[src/rtl/sclk_div_pkg.sv]
package sclk_div_pkg;

  // Division law chosen by the select bit of the settings word.
  typedef enum logic {
    LAW_POW2   = 1'b0,
    LAW_LINEAR = 1'b1
  } div_law_e;

  // Counter width large enough for the longest half-period of either law.
  function automatic int cnt_width(input int lin_w, input int exp_w);
    int pow_w;
    pow_w = 1 << exp_w;
    return (pow_w > lin_w + 1) ? pow_w : lin_w + 1;
  endfunction

endpackage

[src/rtl/sclk_law_decode.sv]
module sclk_law_decode
  import sclk_div_pkg::*;
#(
  parameter int LIN_W = 8,
  parameter int EXP_W = 4,
  parameter int CNT_W = 16
) (
  input  logic [LIN_W+EXP_W:0] cfg_i,
  output logic [CNT_W-1:0]     limit_o
);

  localparam int SEL_BIT = LIN_W + EXP_W;

  logic [LIN_W-1:0] lin_f;
  logic [EXP_W-1:0] exp_f;
  div_law_e         law;
  logic [CNT_W-1:0] pow_lim;

  assign lin_f = cfg_i[LIN_W-1:0];
  assign exp_f = cfg_i[SEL_BIT-1:LIN_W];
  assign law   = div_law_e'(cfg_i[SEL_BIT]);

  // Power-of-two limit 2^M - 1: a run of M ones from bit 0 upward.
  for (genvar i = 0; i < CNT_W; i++) begin : g_pow_mask
    assign pow_lim[i] = (32'(exp_f) > i);
  end

  // Limit is the terminal count, one less than the half-period length.
  always_comb begin
    if (law == LAW_LINEAR) limit_o = CNT_W'(lin_f);
    else                   limit_o = pow_lim;
  end

endmodule

[src/rtl/sclk_cfg_shadow.sv]
module sclk_cfg_shadow #(
  parameter int CNT_W = 16
) (
  input  logic             clk,
  input  logic             rst_n,
  input  logic             enable,
  input  logic             run,
  input  logic             wrap_i,
  input  logic [CNT_W-1:0] limit_i,
  output logic [CNT_W-1:0] limit_o
);

  logic load;

  // Copy freely when idle or disabled; otherwise only at a half-period end.
  assign load = !enable || !run || wrap_i;

  always_ff @(posedge clk or negedge rst_n) begin
    if (!rst_n)    limit_o <= '0;
    else if (load) limit_o <= limit_i;
  end

  // during a transfer the working limit changes only at a boundary.
  p_hold_in_run_r7: assert property (@(posedge clk) disable iff (!rst_n)
    ($past(enable) && $past(run) && !$past(wrap_i)) |-> $stable(limit_o))
    else $error("working limit changed mid half-period during a transfer");

endmodule

[src/rtl/sclk_half_counter.sv]
module sclk_half_counter #(
  parameter int CNT_W = 16
) (
  input  logic             clk,
  input  logic             rst_n,
  input  logic             enable,
  input  logic [CNT_W-1:0] limit_i,
  output logic             wrap_o,
  output logic             tick_o,
  output logic             phase_o
);

  logic [CNT_W-1:0] cnt_q;

  // ">=" so that a smaller limit loaded while idle ends the period at once.
  assign wrap_o = enable && (cnt_q >= limit_i);

  always_ff @(posedge clk or negedge rst_n) begin
    if (!rst_n) begin
      cnt_q   <= '0;
      tick_o  <= 1'b0;
      phase_o <= 1'b0;
    end else if (!enable) begin
      cnt_q   <= '0;
      tick_o  <= 1'b0;
      phase_o <= 1'b0;
    end else if (wrap_o) begin
      cnt_q   <= '0;
      tick_o  <= 1'b1;
      phase_o <= ~phase_o;
    end else begin
      cnt_q   <= cnt_q + 1'b1;
      tick_o  <= 1'b0;
    end
  end

  // a disabled cycle leaves both outputs at 0.
  p_idle_clear_r2: assert property (@(posedge clk) disable iff (!rst_n)
    !$past(enable) |-> (!tick_o && !phase_o))
    else $error("output active after a disabled cycle");

  // pulse is one cycle wide unless the half-period is a single cycle.
  p_tick_single_r6: assert property (@(posedge clk) disable iff (!rst_n)
    (tick_o && limit_i != '0) |=> !tick_o)
    else $error("half-period pulse wider than one cycle");

  // level flips on every pulse.
  p_phase_flip_r6: assert property (@(posedge clk) disable iff (!rst_n)
    tick_o |-> (phase_o != $past(phase_o)))
    else $error("level did not toggle with pulse");

  // level holds between pulses while enabled.
  p_phase_hold_r6: assert property (@(posedge clk) disable iff (!rst_n)
    ($past(enable) && !tick_o) |-> $stable(phase_o))
    else $error("level moved without a pulse");

endmodule

[src/rtl/sclk_rate_gen.sv]
module sclk_rate_gen
  import sclk_div_pkg::*;
#(
  parameter int LIN_W = 8,
  parameter int EXP_W = 4
) (
  input  logic                 clk,
  input  logic                 rst_n,
  input  logic                 enable,
  input  logic                 run,
  input  logic [LIN_W+EXP_W:0] cfg_word,
  output logic                 half_tick,
  output logic                 sclk_phase
);

  localparam int CNT_W = cnt_width(LIN_W, EXP_W);

  logic [CNT_W-1:0] next_limit;
  logic [CNT_W-1:0] work_limit;
  logic             wrap;

  sclk_law_decode #(
    .LIN_W (LIN_W),
    .EXP_W (EXP_W),
    .CNT_W (CNT_W)
  ) u_decode (
    .cfg_i   (cfg_word),
    .limit_o (next_limit)
  );

  sclk_cfg_shadow #(
    .CNT_W (CNT_W)
  ) u_shadow (
    .clk     (clk),
    .rst_n   (rst_n),
    .enable  (enable),
    .run     (run),
    .wrap_i  (wrap),
    .limit_i (next_limit),
    .limit_o (work_limit)
  );

  sclk_half_counter #(
    .CNT_W (CNT_W)
  ) u_counter (
    .clk     (clk),
    .rst_n   (rst_n),
    .enable  (enable),
    .limit_i (work_limit),
    .wrap_o  (wrap),
    .tick_o  (half_tick),
    .phase_o (sclk_phase)
  );

  // no pulse can follow a disabled cycle.
  p_tick_needs_enable_r2: assert property (@(posedge clk) disable iff (!rst_n)
    half_tick |-> $past(enable))
    else $error("pulse after disabled cycle");

endmodule

[config.mk]
export PLATFORM = sky130hd
export DESIGN_NAME = sclk_rate_gen
export DESIGN_NICKNAME = d
export VERILOG_FILES = /design/src/rtl/sclk_div_pkg.sv /design/src/rtl/sclk_law_decode.sv /design/src/rtl/sclk_cfg_shadow.sv /design/src/rtl/sclk_half_counter.sv /design/src/rtl/sclk_rate_gen.sv
export SDC_FILE = /design/constraint.sdc
export NUM_CORES = 1
export LEC_CHECK = 0
export CAP_MARGIN = 10
export CORE_UTILIZATION = 55
export DETAILED_ROUTE_END_ITERATION = 7
export GPL_TIMING_DRIVEN = 0
export PLACE_DENSITY = 0.87
export REMOVE_ABC_BUFFERS = 1
export SKIP_CTS_REPAIR_TIMING = 1
export SLEW_MARGIN = 30
export SYNTH_ARGS = -nofsm -noshare
export SYNTH_HDL_FRONTEND = slang
export SYNTH_HIERARCHICAL = 1
export SYNTH_SLANG_ARGS = --single-unit
[constraint.sdc]
create_clock -name clk -period 3.4 [get_ports clk]
set_input_delay 0.34 -clock clk [delete_from_list [all_inputs] [get_ports clk]]
set_output_delay 0.34 -clock clk [all_outputs]
set_load 0.02 [all_outputs]
Word-level counts from Yosys, hierarchy flattened
Cells that the tools add are included.
{"block": "word_totals", "register_bits": 34, "input_bits": 17, "wordCells": 35}
{"block": "op_classes", "add_sub_neg": 1, "n_lt_le_gt_ge": 16, "eq_ne": 1, "mux": 7, "bitwise": 1, "reduce_logical": 5}
{"op": "16-bit 2-to-1 mux", "n": 2}
{"op": "4-bit > comparator (second input constant)", "n": 7}
{"op": "16-bit by 1-bit adder with 16-bit output (second input constant)", "n": 1}
{"op": "16-bit greater-or-equal comparator", "n": 1}
{"op": "4-bit by 3-bit > comparator with 1-bit output (second input constant)", "n": 4}
{"op": "15-bit 2-to-1 mux", "n": 1}
{"op": "4-bit by 1-bit > comparator with 1-bit output (second input constant)", "n": 2}
{"op": "4-bit by 2-bit > comparator with 1-bit output (second input constant)", "n": 2}
{"op": "1-bit 2-to-1 mux", "n": 4}
{"op": "1-bit zero test", "n": 2}
{"op": "1-bit logical OR", "n": 2}
{"op": "2-bit by 1-bit inequality test with 1-bit output (second input constant)", "n": 1}
{"op": "1-bit logical AND", "n": 1}
{"op": "1-bit inverter", "n": 1}

Longest topological paths before layout
{"block": "logic_depth", "depth_word": 4, "ltp_mapped": 10}

Cells and area by module
The synthesis kept the hierarchy.
{"mod": "sclk_half_counter", "instances": 1, "cells_per_inst": 129, "area_per_inst_um2": 1221.2, "seq_area_each_um2": 450.4}
{"mod": "sclk_cfg_shadow", "instances": 1, "cells_per_inst": 34, "area_per_inst_um2": 649.4, "seq_area_each_um2": 400.4}
{"mod": "sclk_law_decode", "instances": 1, "cells_per_inst": 42, "area_per_inst_um2": 207.7, "seq_area_each_um2": 0.0}

Least setup slack after synthesis
OpenSTA, ideal clock, no wires.
{"block": "synth_path", "path_type": "register to register", "start": "register u_counter.cnt_q[13]", "end": "register u_shadow.limit_o[10]", "arrival_ns": 2.473, "t_required_ns": 3.275, "setup_slack_ns": 0.802, "stages_incl_launch_ff": 10, "n_path_buf": 1, "period_less_slack_ns": 2.598, "path_cell_list": "dfrtp_1 -> ha_1 -> and3_1 -> nand3_1 -> or4_1 -> o211ai_2 -> and2_2 -> nand3b_4 -> buf_6 -> mux2_4"}
{"block": "synth_via", "elab_chain_len": 3}
{"item": "from (decl)", "line_no": "sclk_half_counter.sv:13", "source": "logic [CNT_W-1:0] cnt_q;"}
{"item": "from (signal assigned)", "line_no": "sclk_half_counter.sv:32", "source": "cnt_q <= cnt_q + 1'b1;"}
{"item": "16-bit greater-or-equal comparator", "line_no": "sclk_half_counter.sv:16", "source": "assign wrap_o = enable && (cnt_q >= limit_i);"}
{"item": "1-bit logical AND", "line_no": "sclk_half_counter.sv:16"}
{"item": "named net wrap", "line_no": "sclk_rate_gen.sv:20", "source": "logic wrap;"}
{"item": "1-bit logical OR", "line_no": "sclk_cfg_shadow.sv:16", "source": "assign load = !enable || !run || wrap_i;"}
{"item": "to (signal assigned)", "line_no": "sclk_cfg_shadow.sv:20", "source": "else if (load) limit_o <= limit_i;"}
{"item": "to (decl)", "line_no": "sclk_cfg_shadow.sv:10", "source": "output logic [CNT_W-1:0] limit_o"}
The timed path passes the listed nets, and every way through them passes these cells.
A chain may end at the register's enable or synchronous reset.

Final worst setup path
{"block": "layout_path", "start": "register u_counter.cnt_q[13]", "end": "register u_shadow.limit_o[3]"}
Same word-level chain as after synthesis.

==> results.md <==
- The final layout contains 259 nets.
- The first detailed-routing pass ran for 5 iterations.
- In the final timing run, aggregate negative setup slack is 0 ps.
- The path class of the tightest hold or removal check is input port to asynchronous set/reset pin.
- The finished cells cover around 0.0024 mm².
- The starting utilization of the core area is 59.9%.
- The number of buffers and inverters on the critical path is 0.
- Detailed routing placed a total of about 120 µm of wire on met3.
- The power consumption is between 0.8 and 0.9 mW.
- The flow ran to the end, and the final reports show no timing, DRC or antenna violations.
- In this run the cell area of the synthesized design comes to approximately 0.0021 mm².
- For this run, the slowest stage of the critical path takes between 400 and 500 ps.
- The actual transition at the worst max-transition pin is about 840 ps.
- The number of failing hold endpoints at the final stage is 0.
- The most used flip-flop cell after synthesis is dfrtp_1.
- The first global-routing pass estimated roughly 7100 µm of wire.
- The relative slew slack is between 40% and 50%.
- The family of cells with the greatest summed delay on the critical path is simple AND/OR/NAND/NOR gates.
- The clock transition time at the flip-flop clock pins of the worst setup and hold paths is approximately 60 ps.
- Counting buffers and inverters, the worst setup path is 8 cells deep.
- Registers take ~850 µm².
- The required time reported for the critical path endpoint is 3570 ps.
- The routed layout has roughly 1500 vias.
- Relative to the synthesized area, the layout overhead comes to 14.5%.
- The floorplan row count is 21.
- The number of nets with antenna violations after routing is 0.
- The wire length the detailed router placed on met1 is 1770 µm.
- For this design the static power due to leakage is roughly 1.1 nW.
- The multi-input logic area is roughly 0.0011 mm².
- The global-route total usage across every layer is 22.9%.
- IR analysis of the VDD net gives a maximum drop of 0.317 mV.
- For the worst setup path, the data arrival time is ~3200 ps.
- The xor and xnor area share after synthesis is under 10%.
- The sum of net half-perimeters after detailed placement is 2900 µm.
- The synthesized netlist devotes slightly below 7% of its cell area to compound gates.
- The largest family of logic cells by synthesized area is simple AND/OR/NAND/NOR gates.
- The critical path is of the flip-flop to flip-flop type.
- The top cell type by total area after synthesis is dfrtp_1.
- The netlist uses 38 different library cells.
- Detailed routing placed a total of 1960 µm of wire on met2.
- The die outline area is around 0.0040 mm².
- The simple-gate share of the synthesized area is 18.0%.
- The kind of capture point of the worst setup path is a flip-flop.
- The count of inserted antenna diode cells is 0.
- The max-slew violation count was 0.
- The sequential fraction of the synthesis area is between 40 and 50%.
- The cell sitting at the root of the clock tree is a clkbuf_8.
- The starting DRC count in detailed routing is slightly above 50.
- In this run the deepest clock path goes through 2 buffers.
- In the post-synthesis netlist, the biggest area contributors are dfrtp_1, ha_1, mux2_4, nor3_1, inv_1.
- The global placer's final weighted congestion is around 0.8.
- The cell area after placement is 0.00229 mm².
- The slowest library cell on the worst path is dfrtp_1.
- In this run the number of H-tree levels came out at 2.
- The final number of setup-violating endpoints is 0.
- The average footprint of a synthesized cell is between 10 and 15 µm².
- For this design the ratio of total power to cell area is between 300 and 400 mW/mm².
- The highest clock frequency the design can meet is about 330 MHz.
- After filler insertion, the fill cell instance count of the layout stands at around 290.
- Measured along the y axis, the die boundary spans 63.5 µm.
- Measured along the x axis, the die boundary spans around 63 µm.
- The post-synthesis cell count is about 210.
- The synthesized-area fraction occupied by adder cells is between 10 and 15%.
- Ranked by instance count, the synthesized netlist is headed by dfrtp_1, inv_1, nor3_1.
- The signal on the critical path passes through ha_1 > and3_1 > a221o_1 > a21oi_2 > o211ai_2 > and2_2 > nand3b_4 > mux2_4.
- The logic depth of the worst register-to-register path is 8.
- The via count of the first global-routing pass is around 1600.
- The number of clock sinks is 34.
- The wire length reported by the detailed router is between 3000 and 4000 µm.
- TritonCTS built the clock tree.
- In the finished design, the share of the clock period the worst path needs comes to around 89%.
- The worst setup slack for register-to-register paths is 380 ps.
- The fraction of layout instances using a drive strength above 1 is between 10% and 20%.
- Of all nets on the critical path, the largest fanout is 18.
- In this run the critical register-to-register path is captured at u_shadow/limit_o[3].
- Setup repair after global routing left no endpoint under its margin.
- The initial antenna violation count was 0.
- 19 I/O pins were placed.
- The reg-to-reg startpoint is u_counter/cnt_q[13].
- The share of cell area taken by muxes after synthesis is between 10% and 20%.
- The number of violations of the max-capacitance limit is 0.
- The post-synthesis sequential element count is 34.
- The uppermost layer routed is met4.
- STA classifies the critical path startpoint as a flip-flop.
- The final standard cell utilization of the core is 68.6%.
- The total area inside the core boundary comes to ~0.0035 mm².
- Dividing the detail-routed via count by the number of cells gives ~5.6.
- The count of buffers added on input and output ports is 18.
- The detail-routed net length per standard cell is between 10 and 15 µm.
- The number of buffers added by the clock tree synthesis step is 5.
- For this run, the number of Yosys warnings is 6.
- The total overflow left after global routing is 0.
- Counting flops with an async set or reset pin after synthesis yields a share of 100%.
- The share of the synthesized area in the top cell type is between 40% and 50%.
- The most repeated cell in the gate-level netlist after synthesis is dfrtp_1.
- The number of remaining DRC errors is 0.
- The setup clock skew after layout is between 4 and 5 ps.
- Counting I/O delays and the setup requirement, the final critical path takes 3020 ps.
- The maximum number of pins on one net before global-route repair is 20.
- At the later pin of the worst-skew pair, clock insertion delay measures 290 ps.
- The count of flip-flops with a built-in enable after synthesis is 0.
[final cells by class]
cell class,count,area share [%]
clock buffer,7,3.21
inverter,23,3.63
multi-input combinational,141,46.1
sequential,34,35.8
tap,46,2.42
timing repair buffer,20,8.94
[worst max path at each step]
stage / to / start / slack [ps]
finish: u_shadow/limit_o[3] / u_counter/cnt_q[13] / 380
CTS: u_shadow/limit_o[3] / u_counter/cnt_q[13] / 400
floorplan: u_shadow/limit_o[0] / u_counter/cnt_q[13] / 710
global route: u_shadow/limit_o[3] / u_counter/cnt_q[13] / 250
global placement: u_shadow/limit_o[14] / u_counter/cnt_q[13] / 480
detailed placement: u_shadow/limit_o[3] / u_counter/cnt_q[13] / 400
[state kept, by name, indices dropped and copies added, names as in the netlist]
register and flops:
u_counter/cnt_q 16, u_counter/phase_o 1, u_counter/tick_o 1, u_shadow/limit_o 16
[routing by layer]
metal  GRT usage, %  up-vias
met5              0        -
met3           6.88        3
met1           29.4      752
met4           5.68        0
li1               -      751
met2           37.5       13
[logic make-up (layout without fill, tap and decap cells)]
group	after synthesis	count (layout)
AND/OR/NAND/NOR	70	70
flip-flops	34	34
buffers and inverters	30	50
AO/OA/AOI/OAI	21	21
multiplexers	18	18
adder cells (fa/ha/maj)	17	17
XOR/XNOR	14	14
other	1	1
[power breakdown]
| part | leakage (nW) | internal [mW] | total, mW | switching (mW) |
|---|---|---|---|---|
| logic | 0.658 | 0.0648 | 0.124 | 0.0597 |
| registers | 0.442 | 0.424 | 0.436 | 0.0126 |
| clock network | 0.0383 | 0.141 | 0.270 | 0.129 |
| total | 1.14 | 0.629 | 0.831 | 0.202 |
[metrics by stage]
stage / hold WS, ps / setup slack [ps] / std cells
4_1_cts: -23.0 / 396 / 270
6_report: 507 / 383 / 271
5_1_grt: 528 / 245 / 271
3_5_place_dp: 288 / 403 / 263
3_3_place_gp: 491 / 482 / 262
2_1_floorplan: 44.4 / 710 / 198
[cells in the final DEF (no fill, tap or decap), types with 7 or more instances in the layout]
cell type        instances
inv_1                   23
clkdlybuf4s50_1         17
nor2_1                  13
mux2_2                   7
nor3_1                  20
ha_1                    17
mux2_4                  10
xnor2_1                  7
a21oi_1                  9
dfrtp_1                 34
nand2_1                 10
nand3_1                  7
xor2_1                   7
Power figures use the tool's default switching activity.
